$ cat src/rtl/pal_pkg.sv
package pal_pkg;
  localparam int unsigned PAL_ENTRIES = 32;
  localparam int unsigned PAL_COLOR_W = 6;
  localparam int unsigned PAL_DATA_W  = 8;
  localparam int unsigned PAL_GROUP   = 4;
  localparam int unsigned VPTR_W      = 14;
endpackage

$ cat src/rtl/pal_addr_fold.sv
module pal_addr_fold #(
  parameter int unsigned IDX_W = 5,
  parameter int unsigned GRP_W = 2
) (
  input  logic [IDX_W-1:0] raw_i,
  output logic [IDX_W-1:0] idx_o
);
  always_comb begin
    if (raw_i[GRP_W-1:0] == '0) idx_o = '0;
    else                         idx_o = raw_i;
  end
endmodule

$ cat src/rtl/pal_entry_bank.sv
module pal_entry_bank #(
  parameter int unsigned ENTRIES = 32,
  parameter int unsigned GROUP   = 4,
  parameter int unsigned COLOR_W = 6,
  localparam int unsigned IDX_W  = $clog2(ENTRIES)
) (
  input  logic               clk,
  input  logic               rst_n,
  input  logic               wr_en,
  input  logic [IDX_W-1:0]   wr_idx,
  input  logic [COLOR_W-1:0] wr_data,
  input  logic [IDX_W-1:0]   a_idx,
  output logic [COLOR_W-1:0] a_data,
  input  logic [IDX_W-1:0]   b_idx,
  output logic [COLOR_W-1:0] b_data
);
  logic [COLOR_W-1:0] ent_q [ENTRIES];

  for (genvar i = 0; i < ENTRIES; i++) begin : g_ent
    if ((i % GROUP) != 0 || i == 0) begin : g_store
      logic [COLOR_W-1:0] q;
      always_ff @(posedge clk) begin
        if (!rst_n)                                q <= '0;
        else if (wr_en && wr_idx == IDX_W'(i))     q <= wr_data;
      end
      assign ent_q[i] = q;
    end else begin : g_alias
      assign ent_q[i] = '0;
    end
  end

  assign a_data = ent_q[a_idx];
  assign b_data = ent_q[b_idx];

  // a write is visible after the edge that ends its cycle
  a_r7_write_lands: assert property (@(posedge clk) disable iff (!rst_n)
    wr_en |=> ent_q[$past(wr_idx)] == $past(wr_data));

  // with no write, the entry seen on port b keeps its value
  a_r6_hold_without_write: assert property (@(posedge clk) disable iff (!rst_n)
    !wr_en |=> ent_q[$past(b_idx)] == $past(b_data));
endmodule

$ cat src/rtl/pal_index_mem.sv
module pal_index_mem
  import pal_pkg::*;
#(
  parameter int unsigned ENTRIES = PAL_ENTRIES,
  parameter int unsigned GROUP   = PAL_GROUP,
  parameter int unsigned COLOR_W = PAL_COLOR_W,
  parameter int unsigned DATA_W  = PAL_DATA_W,
  parameter int unsigned ADDR_W  = VPTR_W,
  localparam int unsigned IDX_W  = $clog2(ENTRIES),
  localparam int unsigned GRP_W  = $clog2(GROUP)
) (
  input  logic              clk,
  input  logic              rst_n,
  input  logic [ADDR_W-1:0] cpu_addr_i,
  input  logic              cpu_we_i,
  input  logic [DATA_W-1:0] cpu_wdata_i,
  output logic [DATA_W-1:0] cpu_rdata_o,
  input  logic              pix_valid_i,
  output logic              pix_ready_o,
  input  logic [IDX_W-1:0]  pix_idx_i,
  output logic              col_valid_o,
  input  logic              col_ready_i,
  output logic [COLOR_W-1:0] col_idx_o
);
  logic [IDX_W-1:0]   cpu_idx, pix_fold;
  logic [COLOR_W-1:0] cpu_col;
  logic               unused_hi;

  assign unused_hi = ^{cpu_addr_i[ADDR_W-1:IDX_W], cpu_wdata_i[DATA_W-1:COLOR_W]};

  pal_addr_fold #(.IDX_W(IDX_W), .GRP_W(GRP_W)) u_fold_cpu (
    .raw_i(cpu_addr_i[IDX_W-1:0]), .idx_o(cpu_idx));

  pal_addr_fold #(.IDX_W(IDX_W), .GRP_W(GRP_W)) u_fold_pix (
    .raw_i(pix_idx_i), .idx_o(pix_fold));

  pal_entry_bank #(.ENTRIES(ENTRIES), .GROUP(GROUP), .COLOR_W(COLOR_W)) u_bank (
    .clk     (clk),
    .rst_n   (rst_n),
    .wr_en   (cpu_we_i),
    .wr_idx  (cpu_idx),
    .wr_data (cpu_wdata_i[COLOR_W-1:0]),
    .a_idx   (cpu_idx),
    .a_data  (cpu_col),
    .b_idx   (pix_fold),
    .b_data  (col_idx_o)
  );

  assign cpu_rdata_o = {{(DATA_W-COLOR_W){1'b0}}, cpu_col};
  assign col_valid_o = pix_valid_i;
  assign pix_ready_o = col_ready_i;

  // every CPU alias index folds onto entry 0
  a_r4_cpu_alias: assert property (@(posedge clk) disable iff (!rst_n)
    (cpu_addr_i[GRP_W-1:0] == '0) |-> (cpu_idx == '0));

  // pixel aliases fold onto entry 0 as well
  a_r8_pix_alias: assert property (@(posedge clk) disable iff (!rst_n)
    (pix_idx_i[GRP_W-1:0] == '0) |-> (pix_fold == '0));

  // no pixel is taken while downstream stalls
  a_r9_backpressure: assert property (@(posedge clk) disable iff (!rst_n)
    (pix_valid_i && !col_ready_i) |-> (!pix_ready_o && col_valid_o));

  // top data bits read as zero
  a_r2_upper_zero: assert property (@(posedge clk) disable iff (!rst_n)
    cpu_rdata_o[DATA_W-1:COLOR_W] == '0);
endmodule

$ cat config.mk
export PLATFORM = sky130hd
export DESIGN_NAME = pal_index_mem
export DESIGN_NICKNAME = d
export VERILOG_FILES = /design/src/rtl/pal_pkg.sv /design/src/rtl/pal_addr_fold.sv /design/src/rtl/pal_entry_bank.sv /design/src/rtl/pal_index_mem.sv
export SDC_FILE = /design/constraint.sdc
export NUM_CORES = 1
export LEC_CHECK = 0
export ABC_AREA = 1
export CORE_ASPECT_RATIO = 0.9
export CORE_MARGIN = 4
export CORE_UTILIZATION = 33
export CTS_CLUSTER_DIAMETER = 80
export DETAILED_ROUTE_END_ITERATION = 6
export GPL_ROUTABILITY_DRIVEN = 0
export PLACE_DENSITY = 0.52
export SLEW_MARGIN = 20
export SYNTH_ARGS = -nofsm -noshare
export SYNTH_HDL_FRONTEND = slang
export SYNTH_HIERARCHICAL = 1
export SYNTH_SLANG_ARGS = --single-unit
$ cat constraint.sdc
create_clock -name clk -period 1.6 [get_ports clk]
set_input_delay 0.32 -clock clk [delete_from_list [all_inputs] [get_ports clk]]
set_output_delay 0.32 -clock clk [all_outputs]
set_load 0.1 [all_outputs]
Word-level counts from Yosys, hierarchy flattened --
Index checks and enable logic that the tools add are counted.
Storage, ports and cells: flip-flop bits (word level) 150, bits in latches 0, memory bits (writable) 0, memory bits (read-only) 0, memories 0
Cells by class: $add $sub $neg 0, multiply operators 0, div/mod/pow operators 0, magnitude comparators 2, eq/ne operators 24, shifts and indexed selects 0, mux-type cells 8, bitwise logic cells 2, reduce and logical (&&, ||, !) cells 28
Operators with widths (number):
- binary-select mux 6 bit (select 5 bit) | 2
- equality test 5 bit, second input constant | 12
- equality test 5 x 4 -> 1 bit, second input constant | 6
- logical AND 1 bit | 25
- two-way mux 6 bit | 4
- equality test 5 x 3 -> 1 bit, second input constant | 3
- greater-or-equal comparator 6 bit, second input constant | 2
- NOT 5 -> 6 bit | 2
- equality test 5 x 2 -> 1 bit, second input constant | 2
- two-way mux 5 bit | 2
- equality test 5 x 1 -> 1 bit, second input constant | 1
- logical NOT 5 bit | 1
- logical NOT 2 bit | 2

Logic depth before layout (Yosys ltp) --
word-level depth 6, gate-level depth with buffers 12

By module --
The synthesis kept the hierarchy.
By module, submodules not included:
- pal_entry_bank | instances 1, cells an instance 1425, area each 8709.6 um^2
- pal_addr_fold | instances 2, cells an instance 9, area each 36.3 um^2
- pal_index_mem | instances 1, cells an instance 5, area each 33.8 um^2

Worst setup path after synthesis --
OpenSTA, ideal clock, no wires.
path type input to output, start point input port cpu_addr_i[2], end point output port cpu_rdata_o[1], data arrival time 2.003 ns, slack -0.723 ns, cell stages on the path 10, buffers on the path 2, cell sequence inv_1 > nor2_1 > buf_2 > clkbuf_1 > nand2_1 > nand3_1 > nand3_1 > a21oi_1 > nand2_1 > nand2_1
On the way: longest elaborated chain between the ends 5
Ends and longest elaborated chain:
- start, declared | line pal_index_mem.sv:14 | input logic [ADDR_W-1:0] cpu_addr_i,
- two-way mux 5 bit | line pal_addr_fold.sv:9 | if (raw_i[GRP_W-1:0] == '0) idx_o = '0;
- named net cpu_idx[2] | line pal_index_mem.sv:25 | logic [IDX_W-1:0] cpu_idx, pix_fold;
- NOT 5 -> 6 bit (not written as such) | line pal_entry_bank.sv:32 | assign a_data = ent_q[a_idx];
- binary-select mux 6 bit (select 5 bit) | line pal_entry_bank.sv:32
- two-way mux 6 bit (not written as such) (2 in a row) | line pal_entry_bank.sv:32
- end, declared | line pal_index_mem.sv:17 | output logic [DATA_W-1:0] cpu_rdata_o,
The timed path passes the listed nets, and every way through them passes these cells. The select of a mux whose other input is x is not followed.

Final worst setup path --
start point input port cpu_addr_i[1], end point output port cpu_rdata_o[1]
On the way: longest elaborated chain between the ends 6
Ends and longest elaborated chain (line):
- logical NOT 2 bit | pal_addr_fold.sv:9
- two-way mux 5 bit | pal_addr_fold.sv:9
- named net cpu_idx[2] | pal_index_mem.sv:25
- NOT 5 -> 6 bit (not written as such) | pal_entry_bank.sv:32
- binary-select mux 6 bit (select 5 bit) | pal_entry_bank.sv:32
- two-way mux 6 bit (not written as such) (2 in a row) | pal_entry_bank.sv:32
The timed path passes the listed nets, and every way through them passes these cells. The select of a mux whose other input is x is not followed.

==> run_results.csv <==
group,metric,value,unit
synth,yosys-top-cells-area,"dfxtp_1, nand2_1, nand3_1",
synth,yosysSeqAreaShare,0.341,
worst_setup_path,cp_top_family,"buffers and inverters",
sta,hold_violations,0,
grt,grt_overflow,0,
sta,fin_worst_skew,0,ps
die,die_h,163,um
cts,cts-hold-fix-buffers,0,
die,num_rows,56,
cts,h-tree-depth,4,
status,violations,"negative setup slack",
sta,setup_viol,12,
cts,clock-root-buffer,"clkbuf_16",
synth,synth_edf_count,0,
synth,ys_ff_latch,150,
grt,grt_pass1_vias,9322,
place,io_buffers,30,
synth,synth_ff_type,"dfxtp_1",
drt,num_vias,10205,
drt,drtIter0Drc,1180,
worst_setup_path,worst_setup_path_end_kind,"primary output",
cts,clk_latency,440,ps
synth,synth_area,0.00882,mm2
sta,tns,-5430,ps
final_layout,instances_no_fill,1910,
grt,grt_antenna_before_repair,0,
cts,cts_tree,"yes",
drt,drtAntennaViolNets,0,
sta,rsz0062_at_grt,"true",
cts,clk_path_buf_depth,2,
status,run_status,"complete, but fails checks",
synth,synth_commonest_cells,"nand2_1, nand3_1, a21oi_1, dfxtp_1, inv_1",
synth,synth_async_sr_flop_share,0,
final_layout,reg.largest.list,"u_bank/g_ent.g_store.q (150)",
worst_setup_path,path_cells,"buf_6 > nor2_4 > nor2_4 > buf_12 > clkinv_8 > nand2_1 > nand3_1 > nand3_1 > a21oi_1 > buf_4 > nand2_4 > nand2_8 > buf_12",
sta,timing.fmax,0.474,GHz
synth,synth_area_leader_cell,"dfxtp_1",
synth,netlist_instances,1448,
final_layout,largest_register,"u_bank/g_ent.g_store.q",
grt,grt_pass1_wl,54800,um
cts,clock-sinks,150,
worst_setup_path,required,1280,ps
synth,yosysWarnings,6,
synth,yosys.cell_types.count,21,
worst_hold_path,hold_class,"input pin to flop",
final_layout,largest_reg_flops,150,
pwr,ir_drop,0.000684,V
drt,wl_per_cell,18.6,um
drt,drt-vias-per-instance,5.34,
final_layout,layout-drive-gt1-share,0.281,
die,die_area,0.0294,mm2
pwr,pwr_density_cell,871,mW/mm2
worst_setup_path,crit_slowest_cell,"nor2_4",
worst_setup_path,arrival,1790,ps
synth,yosysMostFrequentCell,"nand2_1",
worst_setup_path,critical_path_class,"input pin to primary output",
grt,grt_max_degree,38,
sta,period_share,1.32,
place,dp_cells,1858,
die,pin_count,48,
drt,first_pass_iters,7,
run,drv_cap,0,
cts,clk_pin_slew_worst_paths,60,ps
worst_setup_path,critPathBufInv,5,
drt,routed_wl,35500,um
worst_setup_path,critPathMaxFanout,5,
sta,finalCriticalPeriod,2110,ps
final_layout,nets,1584,
worst_setup_path,critPathLaunchType,"input pin",
final_layout,area_growth_syn_to_layout,44.9,%
pwr,leakage,0.00514,uW
drt,drc,0,
sta,worst_slack,-511,ps
die,initial_core_util,0.336,
sta,finalMaxSlewViolations,0,
worst_setup_path,critical_path.max_stage_delay,170,ps
final_layout,fill_cells,2649,
synth,syn_area_per_cell,6.09,um2
synth,synth_top_area_frac,0.341,
die,coreArea,0.0262,mm2
place,dp_hpwl,24000,um
final_layout,diodes,0,
grt,gr-usage-all-layers,0.238,
cts,numCtsBuffers,17,
die,die_w,180,um
==> through the flow <==
step	total power (uW)	instance area (um2)	util	setup WS, ps	hold WS (ps)
after floorplan	5240	9230	-	-154	437
after global placement	6030	10700	0.409	-1020	451
after detailed placement	6030	10700	0.409	-997	457
after CTS	11100	12500	0.478	-470	210
after global routing	11500	12800	0.487	-564	225
final	11100	12800	0.487	-511	234
==> cell type report <==
cell class / instances / area, um2 / share of cell area
clock buffer: 21 / 480 / 0.0376
clock inverter: 8 / 195 / 0.0153
inverter: 90 / 394 / 0.0309
multi-input combinational: 1091 / 6030 / 0.472
sequential: 150 / 3010 / 0.236
tap: 348 / 435 / 0.0341
timing repair buffer: 199 / 2180 / 0.171
timing repair inverter: 3 / 41.3 / 0.00323
==> routing by layer <==
| metal | share of wire | GRT usage | vias up | routed length, um |
|---|---|---|---|---|
| li1 | - | - | 4934 | - |
| met1 | 0.45 | 0.331 | 4851 | 16100 |
| met2 | 0.46 | 0.375 | 372 | 16300 |
| met3 | 0.069 | 0.0552 | 48 | 2450 |
| met4 | 0.020 | 0.0629 | 0 | 713 |
| met5 | 0 | 0 | - | 0 |
==> cell usage in the layout, fill, tap and decap left out, drive strengths merged <==
cell type and instances:
conb 2, clkbuf 22, dfxtp 150, clkdlybuf4s50 9, or2 1, nand2 499
bufinv 6, clkinvlp 2, buf 187, nand3 325, nor2 48, inv 87
clkinv 6, a21oi 150, o21ai 66, dlygate4sd2 2
==> what timing repair did <==
action,in CTS,in global routing
resized for setup,216,66
setup buffers,14,1
pin swaps,98,48
setup endpoints to repair,162,131
gates cloned,6,2
==> report_power, final <==
group          switching [uW]  leakage (uW)  internal, uW
logic                    1640       0.00361           966
registers                26.7       0.00121          3780
clock network            1650      0.000323          3070
total                    3310       0.00514          7810
==> worst paths after layout <==
kind / from / endpoint / slack (ps) / cells after the start
setup / recovery: cpu_addr_i[1] / cpu_rdata_o[1] / -510 / 13
hold / removal: rst_n / u_bank/g_ent[17].g_store.q[2] / 230 / 3
setup reg to reg: u_bank/g_ent[18].g_store.q[1] / u_bank/g_ent[18].g_store.q[1] / 860 / 3
hold reg to reg: u_bank/g_ent[0].g_store.q[4] / u_bank/g_ent[0].g_store.q[4] / 470 / 2
==> worst register-to-register path, stage by stage, from the launching register on <==
cell	delay, ps
dfxtp_1	390
buf_4	130
nand2_1	40
a21oi_1	120
==> kinds of logic after synthesis <==
group | Yosys count | synth area share
flip-flops | 150 | 0.341
other | 1 | 0.000425
AO/OA/AOI/OAI | 216 | 0.123
buffers and inverters | 208 | 0.106
AND/OR/NAND/NOR | 873 | 0.430
Note: power is estimated with default switching activity, not from simulation.
